==> config.mk <==
export PLATFORM = sky130hd
export DESIGN_NAME = sar_adc_seq
export DESIGN_NICKNAME = d
export VERILOG_FILES = /design/src/rtl/sar_adc_seq.sv
export SDC_FILE = /design/constraint.sdc
export NUM_CORES = 1
export LEC_CHECK = 0
export BUFFER_PORTS_ARGS = -buffer_cell sky130_fd_sc_hd__buf_4
export CAP_MARGIN = 20
export CORE_ASPECT_RATIO = 0.9
export CORE_MARGIN = 5
export CORE_UTILIZATION = 55
export DETAILED_ROUTE_END_ITERATION = 6
export GPL_TIMING_DRIVEN = 0
export PLACE_DENSITY = 0.91
export SETUP_SLACK_MARGIN = 0.1
export SYNTH_ARGS = -nofsm -noshare
export SYNTH_HDL_FRONTEND = slang
export SYNTH_SLANG_ARGS = --single-unit
==> constraint.sdc <==
create_clock -name clk -period 3.4 [get_ports clk]
set_input_delay 0.34 -clock clk [delete_from_list [all_inputs] [get_ports clk]]
set_output_delay 0.34 -clock clk [all_outputs]
set_load 0.02 [all_outputs]
==> src/rtl/sar_adc_seq.sv <==
module sar_adc_seq #(
  parameter int RES_W      = 10,
  parameter int SEL_W      = 3,
  parameter int SAMP_W     = 4,
  parameter int CONV_TICKS = 12,
  parameter int MIN_SAMP   = 2
) (
  input  logic              clk,
  input  logic              rst_n,
  input  logic [SEL_W-1:0]  clk_sel,
  input  logic [SAMP_W-1:0] samp_len,
  input  logic              cmp_en,
  input  logic              start,
  input  logic              thr_wr,
  input  logic [RES_W-1:0]  thr_val,
  input  logic              irq_clr,
  input  logic              cmp_in,
  output logic              sample_o,
  output logic [RES_W-1:0]  dac_code,
  output logic              busy,
  output logic [7:0]        res_hi,
  output logic [RES_W-9:0]  res_lo,
  output logic              irq_flag
);

  localparam int DIV_W = 6;
  localparam int PH_MAX = (CONV_TICKS > (1 << SAMP_W)) ? CONV_TICKS : (1 << SAMP_W);
  localparam int PH_W = $clog2(PH_MAX);
  localparam logic [RES_W-1:0] TOP_BIT = {1'b1, {(RES_W-1){1'b0}}};

  typedef enum logic [1:0] {ST_IDLE, ST_SAMP, ST_CONV} state_t;

  state_t            state;
  logic [DIV_W-1:0]  div_cnt;
  logic [PH_W-1:0]   ph_cnt;
  logic [SEL_W-1:0]  sel_q;
  logic [SAMP_W-1:0] len_q;
  logic [RES_W-1:0]  sar;
  logic [RES_W-1:0]  res_q;
  logic              cmp_q;
  logic              go;
  logic              flag;

  function automatic logic [DIV_W-1:0] div_last(input logic [SEL_W-1:0] s);
    case (s)
      3'd0:    div_last = DIV_W'(1);
      3'd1:    div_last = DIV_W'(3);
      3'd2:    div_last = DIV_W'(5);
      3'd3:    div_last = DIV_W'(7);
      3'd4:    div_last = DIV_W'(11);
      3'd5:    div_last = DIV_W'(15);
      3'd6:    div_last = DIV_W'(23);
      default: div_last = DIV_W'(31);
    endcase
  endfunction

  logic            tick, abort, launch, go_set;
  logic            samp_end, bit_phase, conv_done;
  logic [PH_W-1:0] samp_ticks;
  logic [RES_W-1:0] trial;

  assign tick       = div_cnt == div_last(sel_q);
  assign abort      = cmp_en != cmp_q;
  assign launch     = state == ST_IDLE && !abort && (cmp_en || start);
  assign go_set     = launch && !cmp_en;
  assign samp_ticks = (PH_W'(len_q) < PH_W'(MIN_SAMP)) ? PH_W'(MIN_SAMP) : PH_W'(len_q);
  assign samp_end   = state == ST_SAMP && tick && ph_cnt == PH_W'(samp_ticks - 1'b1);
  assign bit_phase  = state == ST_CONV && ph_cnt < PH_W'(RES_W);
  assign conv_done  = state == ST_CONV && !abort && tick && ph_cnt == PH_W'(CONV_TICKS - 1);
  assign trial      = TOP_BIT >> ph_cnt;

  assign sample_o = state == ST_SAMP;
  assign dac_code = (state == ST_CONV) ? (sar | (bit_phase ? trial : '0)) : '0;
  assign busy     = go;
  assign res_hi   = res_q[RES_W-1 -: 8];
  assign res_lo   = res_q[RES_W-9:0];
  assign irq_flag = flag;

  always_ff @(posedge clk or negedge rst_n) begin
    if (!rst_n) begin
      state   <= ST_IDLE;
      div_cnt <= '0;
      ph_cnt  <= '0;
      sel_q   <= '0;
      len_q   <= '0;
      sar     <= '0;
      cmp_q   <= 1'b0;
    end else begin
      cmp_q <= cmp_en;
      if (abort) begin
        state   <= ST_IDLE;
        div_cnt <= '0;
        ph_cnt  <= '0;
      end else begin
        case (state)
          ST_IDLE: if (launch) begin
            state   <= ST_SAMP;
            div_cnt <= '0;
            ph_cnt  <= '0;
            sel_q   <= clk_sel;
            len_q   <= samp_len;
          end
          ST_SAMP: begin
            if (tick) begin
              div_cnt <= '0;
              if (samp_end) begin
                state  <= ST_CONV;
                ph_cnt <= '0;
                sar    <= '0;
              end else begin
                ph_cnt <= ph_cnt + 1'b1;
              end
            end else begin
              div_cnt <= div_cnt + 1'b1;
            end
          end
          ST_CONV: begin
            if (tick) begin
              div_cnt <= '0;
              if (bit_phase && cmp_in) sar <= sar | trial;
              if (conv_done) begin
                ph_cnt <= '0;
                if (cmp_en) begin
                  state <= ST_SAMP;
                  sel_q <= clk_sel;
                  len_q <= samp_len;
                end else begin
                  state <= ST_IDLE;
                end
              end else begin
                ph_cnt <= ph_cnt + 1'b1;
              end
            end else begin
              div_cnt <= div_cnt + 1'b1;
            end
          end
          default: state <= ST_IDLE;
        endcase
      end
    end
  end

  always_ff @(posedge clk or negedge rst_n) begin
    if (!rst_n) begin
      go    <= 1'b0;
      res_q <= '0;
      flag  <= 1'b0;
    end else begin
      if (abort || (conv_done && !cmp_en)) go <= 1'b0;
      else if (go_set)                     go <= 1'b1;

      if (conv_done && !cmp_en) res_q <= sar;
      else if (thr_wr)          res_q <= thr_val;

      if (conv_done && (!cmp_en || sar > res_q)) flag <= 1'b1;
      else if (irq_clr)                          flag <= 1'b0;
    end
  end

  p_launch_r7: assert property (@(posedge clk) disable iff (!rst_n)
    (state == ST_IDLE && start && !cmp_en && !cmp_q) |=> (busy && sample_o));

  p_done_r7: assert property (@(posedge clk) disable iff (!rst_n)
    (conv_done && !cmp_en) |=> (!busy && irq_flag));

  p_cmp_hold_r8: assert property (@(posedge clk) disable iff (!rst_n)
    (cmp_en && $past(cmp_en) && !$past(thr_wr)) |-> $stable(res_q));

  p_min_sample_r2: assert property (@(posedge clk) disable iff (!rst_n)
    ($fell(sample_o) && state == ST_CONV) |-> ($past(ph_cnt) >= PH_W'(MIN_SAMP - 1)));

  p_sar_step_r4: assert property (@(posedge clk) disable iff (!rst_n)
    (state == ST_CONV && !abort) |=> ($countones(sar ^ $past(sar)) <= 1));

  p_flag_clear_r11: assert property (@(posedge clk) disable iff (!rst_n)
    (irq_clr && !conv_done) |=> !irq_flag);

  p_idle_dac_r3: assert property (@(posedge clk) disable iff (!rst_n)
    sample_o |-> (dac_code == '0));

endmodule

## Word level (Yosys, flattened, before mapping)

Index checks and enable logic that the tools add are counted.

- Add/sub/neg operators: 3
- Order comparisons: 3
- Equal/unequal tests: 24
- Shifts and indexed selects: 1
- Multiplexer cells: 44
- Bitwise operators: 3
- Reduce and logical (&&, ||, !) cells: 32

Operator list:

| cell | count |
|---|---|
| $mux 10 | 8 |
| $mux 4 | 11 |
| $pmux 5 s7 | 1 |
| $or 10x10->10 | 2 |
| $pmux 10 s2 | 1 |
| $mux 6 | 3 |
| $logic_and 1x1->1 | 12 |
| $mux 2 | 6 |
| $mux 3 | 4 |
| $pmux 4 s3 | 1 |
| $pmux 6 s2 | 1 |
| $reduce_and 6->1 | 2 |
| $gt 10x10->1 | 1 |
| $reduce_bool 2->1 | 5 |
| $shr 10x4->10 const A | 1 |
| $eq 3x3->1 const B | 3 |
| $ne 3x3->1 const B | 3 |
| $ne 2x2->1 const B | 4 |
| $pmux 4 s2 | 1 |
| $add 6x1->6 const B | 1 |
| $eq 3x2->1 const B | 2 |
| $eq 6x6->1 | 1 |
| $ne 2x1->1 const B | 3 |
| $ne 3x1->1 const B | 2 |
| other kinds (24) | 31 |

- Register bits after elaboration: 42
- Input bits: 24
- Output and inout bits: 23
- Logic and storage cells: 120

## Depth between registers and ports, before layout

- Word-level depth: 9
- Depth in mapped cells: 8
- Gate-level depth less buffers: 8

## Worst setup path before layout

Ideal clock, no wire load.

- Path kind: register -> register
- Start point: register sel_q[2]
- End point: register sar[2]
- Library setup time: 0.125 ns
- Arrival time: 2.498 ns
- Data required time: 3.275 ns
- Path slack: 0.777 ns
- Stages on the path, launching flop included: 7
- Buffers on the path: 0
- Clock period less this slack: 2.623 ns
- Cells stage by stage: dfrtp_1 > and2_1 > a2111o_1 > a2111oi_4 > a41oi_4 > nor3_4 > mux2_2

- Word-level cells in the longest chain between the ends: 7
- Elaborated cells between the ends (all ways): 15
- Classes of those cells: eq/ne: 10; mux: 1; reduce/logical: 4

RTL lines:

| item | line | text |
|---|---|---|
| start, declared | 36 | `logic [SEL_W-1:0] sel_q;` |
| start signal, assigned | 100 | `sel_q <= clk_sel;` |
| start signal, assigned | 125 | `sel_q <= clk_sel;` |
| $eq 3x3->1, or another cell as far along | 45 | `case (s)` |
| $pmux 5 s7 * | 45 |  |
| $eq 6x6->1 * | 62 | `assign tick = div_cnt == div_last(sel_q);` |
| $logic_and 1x1->1 (2 in a row) | 67 | `assign samp_end = state == ST_SAMP && tick && ph_cnt == PH_W'(samp_ticks - 1'b1);` |
| $ne 2x1->1 (no line) | - |  |
| $reduce_and 6->1 (no line) * | - |  |
| end signal, assigned | 120 | `if (bit_phase && cmp_in) sar <= sar \| trial;` |
| end, declared | 38 | `logic [RES_W-1:0] sar;` |

Mark *: on every way between the ends. The rest lies on a longest branch, timed or not.
A chain may end at the register's enable or synchronous reset.

## Worst setup path after layout

- Start point: register sel_q[2]
- End point: register sar[9]

Same word-level chain as after synthesis.

==> results.toml <==
[worst_setup_path]
path_max_fanout = 10
path_class = "reg2reg"
critPathCaptureType = "register"
start_kind = "register"
crit_arrival_ns = 3.29
cp.required_ns = 3.59

[clocking]
cts_buffer_depth = 2
post_cts_buffers = 0
post_cts_resized = 0
cts_sinks = 42
cts_max_level = 2
root_buffer = "clkbuf_8"
cts_tree = "yes"
postCtsHoldBufs = 0
clk_latency_ns = 0.30
clkTransAtPathRegs_ns = 0.09
cts_buffers = 5

[pwr]
power.density_mw_per_mm2 = 560
vdd_drop_max_v = 0.000391
design_power_total_mw = 1.80
leakage_nw = 1.56

[floorplan]
die_area_sq_mm = 0.00642
ioPinCount = 47
initial_core_util_pct = 56.3
core.rowCount = 24
chipWidth_um = 83.9
core-area_sq_mm = 0.00480
die_y_um = 76.5

[flow_run]
max_cap_viol_count = 0

[drt]
wl_met2_mm = 3.07
met3_length_um = 375
top_layer = "met4"
detail_route.vias_per_cell = 5.76
wirelength_mm = 6.31
wl_met1_mm = 2.76
initialDrtViolationCount = 103
drtPass1Iterations = 4
vias = 2339
antenna_left = 0
wl_per_cell_um = 15.5
drc = 0

[finish]
mostFrequentLayoutCell = "buf_4"
final_cell_mix = "buf_4, dfrtp_1, nor2_1"
area_delta_synth_final_pct = 19.0
fill_cells = 387
drive_gt1_share_pct = 21.7
utilization_pct = 67.0
num_antenna_cells = 0
nNetsFinal = 387

[synth]
synth_top_area_share_pct = 38.9
yosysTopAreaCell = "dfrtp_1"
yosysSeqAreaShare_pct = 38.9
synth_area_leaders = "dfrtp_1, ha_1, mux2_2"
ys_types = 47
synth_warnings = 0
avgSynthCellArea_sq_um = 9.38
synth_edf_count = 0
synthesis.area_sq_mm = 0.00270
synth-seq-cells = 42
synthCells = 288
syn_nets = 335
synthFlopType = "dfrtp_1"
ys_async_sr_fraction_pct = 100

[timing]
fin_crit_ns = 3.09
final_hold_viol_count = 0
tightest_slew_ns = 0.847
timing.final.crit_share_pct = 91.0
slew_viol_final = 0
finalSetupTns_ns = 0
worst_clock_skew_ns = 0.00659
fmax_ghz = 0.323
fin_ws_ns = 0.305
setup_viol_count_final = 0
slew_headroom_pct = 43.4
rsz0062_at_grt = "no"

[placement]
place_ws_ns = 0.374
hpwl_mm = 4.77
portBuffers = 45
place.gp.congestion = 0.843

[global_routing]
grt_pass1_vias = 2391
antenna_found_initial = 0
grt_max_degree = 43
grt_first_pass_wirelength_mm = 10.8
grt-ovfl-total = 0
grt_use_total_pct = 20.5

[run_status]
status = "completed"

[min_path]
hold_class = "in2async"
==> registers in the layout, summed over array words and instances (netlist names) <==
name      count
res_q        10
sar          10
div_cnt       6
len_q         4
ph_cnt        4
sel_q         3
state         2
busy          1
cmp_q         1
irq_flag      1
==> worst max-delay path, stage by stage, from the launching register on <==
cell and delay (ns):
dfrtp_1 0.44, and2_1 0.17, a2111o_1 0.38, a2111oi_4 0.73
a41oi_4 0.33, nor3_4 0.52, mux2_2 0.40
==> path summary, 6_finish.rpt <==
kind	start	end	slack, ns	cells after the start
worst max-delay path	sel_q[2]$_DFFE_PN0P_	sar[9]$_DFFE_PN0P_	0.31	6
worst min-delay path	rst_n	res_q[3]$_DFFE_PN0P_	0.01	1
worst max register to register	sel_q[2]$_DFFE_PN0P_	sar[9]$_DFFE_PN0P_	0.31	6
worst min register to register	irq_flag$_DFFE_PN0P_	irq_flag$_DFFE_PN0P_	0.54	2
max in group asynchronous	rst_n	div_cnt[0]$_DFFE_PN0P_	3.02	1
min in group clk	cmp_en	cmp_q$_DFF_PN0_	0.15	1
==> power by group <==
group	internal (mW)	switching, mW	total, mW
Combinational	0.332	0.426	0.758
Clock	0.163	0.185	0.348
Sequential	0.586	0.111	0.696
==> per-stage QoR <==
| step | std cells | hold slack (ns) | cell area (sq um) |
|---|---|---|---|
| 3_3_place_gp | 398 | 0.358 | 3120 |
| 5_1_grt | 406 | 0.0542 | 3220 |
| 3_5_place_dp | 398 | 0.362 | 3120 |
| 2_1_floorplan | 288 | 0.0444 | 2700 |
| 6_report | 406 | 0.0108 | 3220 |
| 4_1_cts | 406 | 0.0369 | 3220 |
==> cell type report <==
type,count,area [sq um],area share (%)
plain buffers,7,26.3,0.817
clock buffers,6,82.6,2.57
clock inverters,2,12.5,0.389
inverters,27,101,3.15
multi-input cells,212,1520,47.4
flip-flops and latches,42,1050,32.7
well taps,65,81.3,2.53
repair buffers,45,338,10.5
==> cells by family (layout without fill, tap and decap cells) <==
family	after synthesis	count (layout)	share of synthesized area, %
and+or+nand+nor	85	85	15.0
AOI/OAI and AO/OA	69	69	17.5
DFF	42	42	38.9
buffers and inverters	34	87	4.72
muxes	26	26	10.4
adders and majority gates	24	24	11.0
xor gates and xnor gates	8	8	2.59
==> cells in the mapped netlist (all sizes together) (2+ instances only) <==
cell    count
a31oi       3
buf         2
nor3        3
o211ai      2
and2        4
inv        27
xor2        2
nand2b      2
xnor2       6
and3        2
nand4       3
nor2b       4
nand2      12
mux2       16
nand3       8
a21o        4
o311ai      2
o21ai      12
a21oi      28
dfrtp      42
o21a        2
mux2i      10
o31ai       4
clkbuf      5
nor2       41
ha         23
==> routing by layer <==
layer	global-route usage (%)	up-vias
li1	-	1117
met1	24.4	1143
met2	35.3	66
met3	6.16	13
met4	6.75	0
met5	0	-
(Power assumes the default switching activity.)
